File: src/rtl/gprsw_pkg.sv
package gprsw_pkg;

  localparam int LANE_W = 8;
  localparam int HALF_W = 2 * LANE_W;
  localparam int REG_W  = 4 * LANE_W;

  typedef enum logic [1:0] {
    PART_W32 = 2'b00,
    PART_H16 = 2'b01,
    PART_BLO = 2'b10,
    PART_BHI = 2'b11
  } part_e;

  // Bits of the stored word that a write of part p may touch.
  function automatic logic [REG_W-1:0] part_mask(part_e p);
    logic [REG_W-1:0] m;
    case (p)
      PART_W32: m = {REG_W{1'b1}};
      PART_H16: m = {{(REG_W-HALF_W){1'b0}}, {HALF_W{1'b1}}};
      PART_BLO: m = {{(REG_W-LANE_W){1'b0}}, {LANE_W{1'b1}}};
      default:  m = {{(REG_W-HALF_W){1'b0}}, {LANE_W{1'b1}}, {LANE_W{1'b0}}};
    endcase
    return m;
  endfunction

  // Position right-aligned write data into the lanes of the chosen part.
  function automatic logic [REG_W-1:0] place_data(logic [REG_W-1:0] d, part_e p);
    return (p == PART_BHI) ? (d << LANE_W) : d;
  endfunction

  function automatic logic [REG_W-1:0] merge_part(logic [REG_W-1:0] old_v,
                                                  logic [REG_W-1:0] d,
                                                  part_e p);
    logic [REG_W-1:0] m;
    m = part_mask(p);
    return (old_v & ~m) | (place_data(d, p) & m);
  endfunction

  // Select a part and return it at bit 0, upper bits cleared.
  function automatic logic [REG_W-1:0] extract_part(logic [REG_W-1:0] v, part_e p);
    logic [REG_W-1:0] m;
    m = part_mask(p);
    return (p == PART_BHI) ? ((v & m) >> LANE_W) : (v & m);
  endfunction

endpackage

File: src/rtl/gprsw_lane_merge.sv
module gprsw_lane_merge
  import gprsw_pkg::*;
(
  input  logic             hit,
  input  logic [REG_W-1:0] cur_q,
  input  logic [REG_W-1:0] wdata,
  input  logic [1:0]       wpart,
  output logic [REG_W-1:0] nxt
);
  always_comb begin
    nxt = hit ? merge_part(cur_q, wdata, part_e'(wpart)) : cur_q;
  end
endmodule

File: src/rtl/gprsw_read_mux.sv
module gprsw_read_mux
  import gprsw_pkg::*;
#(
  parameter int NUM_REGS = 4,
  localparam int IDX_W = $clog2(NUM_REGS)
) (
  input  logic [NUM_REGS-1:0][REG_W-1:0] regs,
  input  logic [IDX_W-1:0]               idx,
  input  logic [1:0]                     part,
  output logic [REG_W-1:0]               data
);
  always_comb begin
    data = extract_part(regs[idx], part_e'(part));
  end
endmodule

File: src/rtl/gpr_subword_file.sv
module gpr_subword_file
  import gprsw_pkg::*;
#(
  parameter int NUM_REGS = 4,
  parameter int ACC_IDX  = 0,
  parameter int EXT_IDX  = 3,
  localparam int IDX_W = $clog2(NUM_REGS)
) (
  input  logic               clk,
  input  logic               rst,
  input  logic               wr_en,
  input  logic [IDX_W-1:0]   wr_idx,
  input  logic [1:0]         wr_part,
  input  logic [REG_W-1:0]   wr_data,
  input  logic [IDX_W-1:0]   rd0_idx,
  input  logic [1:0]         rd0_part,
  output logic [REG_W-1:0]   rd0_data,
  input  logic [IDX_W-1:0]   rd1_idx,
  input  logic [1:0]         rd1_part,
  output logic [REG_W-1:0]   rd1_data,
  output logic [2*REG_W-1:0] acc_pair
);

  logic [NUM_REGS-1:0][REG_W-1:0] regs_q;
  logic [NUM_REGS-1:0][REG_W-1:0] regs_d;
  logic [NUM_REGS-1:0]            wr_hit;

  for (genvar g = 0; g < NUM_REGS; g++) begin : g_reg
    assign wr_hit[g] = wr_en && (wr_idx == IDX_W'(g));

    gprsw_lane_merge u_merge (
      .hit   (wr_hit[g]),
      .cur_q (regs_q[g]),
      .wdata (wr_data),
      .wpart (wr_part),
      .nxt   (regs_d[g])
    );

    always_ff @(posedge clk) begin
      if (rst) regs_q[g] <= '0;
      else     regs_q[g] <= regs_d[g];
    end
  end

  gprsw_read_mux #(.NUM_REGS(NUM_REGS)) u_rd0 (
    .regs (regs_q),
    .idx  (rd0_idx),
    .part (rd0_part),
    .data (rd0_data)
  );

  gprsw_read_mux #(.NUM_REGS(NUM_REGS)) u_rd1 (
    .regs (regs_q),
    .idx  (rd1_idx),
    .part (rd1_part),
    .data (rd1_data)
  );

  assign acc_pair = {regs_q[EXT_IDX], regs_q[ACC_IDX]};

endmodule

File: config.mk
export PLATFORM = sky130hd
export DESIGN_NAME = gpr_subword_file
export DESIGN_NICKNAME = d
export VERILOG_FILES = /design/src/rtl/gprsw_pkg.sv /design/src/rtl/gprsw_lane_merge.sv /design/src/rtl/gprsw_read_mux.sv /design/src/rtl/gpr_subword_file.sv
export SDC_FILE = /design/constraint.sdc
export NUM_CORES = 1
export LEC_CHECK = 0
export CAP_MARGIN = 20
export CORE_MARGIN = 2
export CORE_UTILIZATION = 55
export DETAILED_ROUTE_END_ITERATION = 10
export DONT_BUFFER_PORTS = 1
export PLACE_DENSITY = 0.7
export SLEW_MARGIN = 40
export SYNTH_ARGS = -nofsm -noshare
export SYNTH_HDL_FRONTEND = slang
export SYNTH_SLANG_ARGS = --single-unit
File: constraint.sdc
create_clock -name clk -period 2.7 [get_ports clk]
set_input_delay 0.27 -clock clk [delete_from_list [all_inputs] [get_ports clk]]
set_output_delay 0.27 -clock clk [all_outputs]
set_load 0.01 [all_outputs]
==> impl_metrics.toml <==
[outcome]
status = "complete, no violations"

[setup_path]
critPathLaunchType = "flop"
path_class = "reg2out"
cp.arrival_ns = 1.76
cp_max_fo = 4
required_ns = 2.43
cp-end-kind = "output port"

[synth]
yosysWarnings = 0
synthCells = 656
synth_top_area_share_pct = 35.8
ys.flop_type = "dfxtp_1"
synthArstFlopShare_pct = 0
synth_common_cells = "152 x mux2i_1, 128 x dfxtp_1, 121 x nand2b_1"
syn_avg_cell_area_um2 = 10.9
synth_area_leaders = "dfxtp_1 36%, mux2i_1 21%, nand2b_1 11%"
syn_nets = 703
yosys.cell_types.count = 27
seq_area_frac_synth_pct = 35.8
syn_area_mm2 = 0.00715
synth_edf_count = 0
ys_ff_latch = 128
synth_top_cell_by_area = "dfxtp_1"
yosysMostFrequentCell = "mux2i_1"

[drt]
drcViolationCount = 0
ant_nets = 0
drt-initial-drc-count = 431
vias = 5078
wl_um = 19400
drt-vias-per-instance = 6.23
first_pass_iters = 5
wl_per_cell_um = 23.8

[placed_design]
dp_hpwl_um = 13200
gp_congestion = 1.02
preCtsSetupSlack_ns = 1.08
numPortBuffers = 0
post_dp_cell_area_mm2 = 0.00711

[floorplanning]
fp.dieW_um = 118
rows = 41
fp.dieH_um = 118
core_area_mm2 = 0.0127
pin_count = 175
start_util_pct = 56.4
dieArea_mm2 = 0.0139

[global_routing]
use_met2_pct = 45.7
track_usage_pct = 28.4
overflow = 0
met3_usage_pct = 8.33
grt_max_degree = 126
met1_usage_pct = 35.2
grt_pass1_vias = 5204
grt_pass1_wl_um = 30400
grt_busiest_layer = "met2"
antenna_found_initial = 0

[clock_network]
cts_buffer_depth = 2
cts-root-buf = "clkbuf_16"
cts_resized = 0
cts_sinks = 128
cts_tree = "yes"
clk_pin_slew_ns = 0.06
cts.htree.levels = 4
cts_setup_buffers = 0
hold_buffers = 0
clock_latency_ns = 0.40
cts-buffers-inserted = 17

[pwr]
switching_share_pct = 22.6
internal_power_mw = 3.47
seq_power_share_pct = 44.3
p_clk_share_pct = 48.5
p_comb_share_pct = 7.2
p_sw_mw = 1.02
p_leak_nw = 3.14
power.density_cell_area_mw_per_mm2 = 585
p_total_mw = 4.49
peakVddDrop_mv = 0.306

[worst_hold_path]
hp-class = "in2reg"

[timing]
period_share_pct = 75.3
fmax_mhz = 492
setup_viol = 0
hold_violations = 0
finClkSkew_ns = 0
tightest_slew_ns = 0.839
relSlewSlack_pct = 43.9
min_period_ns = 2.03
rsz0062_at_grt = "false"
worst_slack_ns = 0.667
finalSetupTns_ns = 0
drv_slew = 0

[cells_and_area]
nNetsFinal = 678
fin_area_mm2 = 0.00767
utilization_pct = 60.6
area_growth_pct = 7.30
drive_gt1_share_pct = 16.3
diodes = 0

[job]
drv_cap = 0
-- logic make-up (layout without fill, tap and decap cells) --
family,count (synthesis),in the layout,share of synthesized area [%]
AOI/OAI and AO/OA,55,55,6.63
buffers and inverters,44,31,3.57
DFF,128,128,35.8
muxes,216,216,36.4
and+or+nand+nor,213,213,17.6
-- per-layer routing --
| metal | wire [um] | vias to the layer above |
|---|---|---|
| met5 | 0 | - |
| met4 | 609 | 0 |
| met3 | 1540 | 40 |
| met2 | 9220 | 249 |
| met1 | 8040 | 2463 |
| li1 | - | 2326 |
-- power by group through the flow --
stage                     clock, mW  combinational, mW  sequential, mW
after global routing           2.29              0.342            1.99
after floorplan                   0              0.335            2.01
final                          2.18              0.322            1.99
after CTS                      2.21              0.322            1.99
after detailed placement          0              0.320            2.03
after global placement            0              0.312            2.02
-- worst paths after layout --
kind                            from  depth (start not counted)     endpoint  slack (ns)
worst min-delay path             rst                          2         flop        0.06
worst max-delay path            flop                          3  rd0_data[1]        0.67
worst max register to register  flop                          2         flop        1.91
worst min register to register  flop                          2         flop        0.49
-- through the flow --
step / std cells / hold WS (ns)
after floorplan: 656 / 0.453
after global placement: 784 / 0.463
after detailed placement: 784 / 0.468
after CTS: 815 / 0.0264
after global routing: 815 / 0.0442
final: 815 / 0.0568
-- final cells by class --
cell class              instances  area (um^2)
multi-input cells             484         4330
flip-flops and latches        128         2560
clock buffers                  26          509
clock inverters                 5         52.6
well taps                     172          215
fillers                      1051         5000
-- placed cells by master, fill, tap and decap left out, drive strengths merged --
cell	n
nor3	1
nand4b	2
nand4	1
nand2	28
and3	1
mux4	32
nand3b	1
nand3	1
mux2	32
nor2b	33
a21oi	7
nor3b	1
o2bb2ai	32
and3b	2
clkinv	3
o221ai	16
dfxtp	128
mux2i	152
nand2b	121
clkbuf	26
nor2	18
or2	2
clkinvlp	1
and2	1
bufinv	1
-- worst max-delay path: stages (launching register included) --
cell and delay, ns:
dfxtp_1 0.45, mux2i_1 0.12, mux2_2 0.33, o221ai_1 0.45
Power figures use the tool's default switching activity.
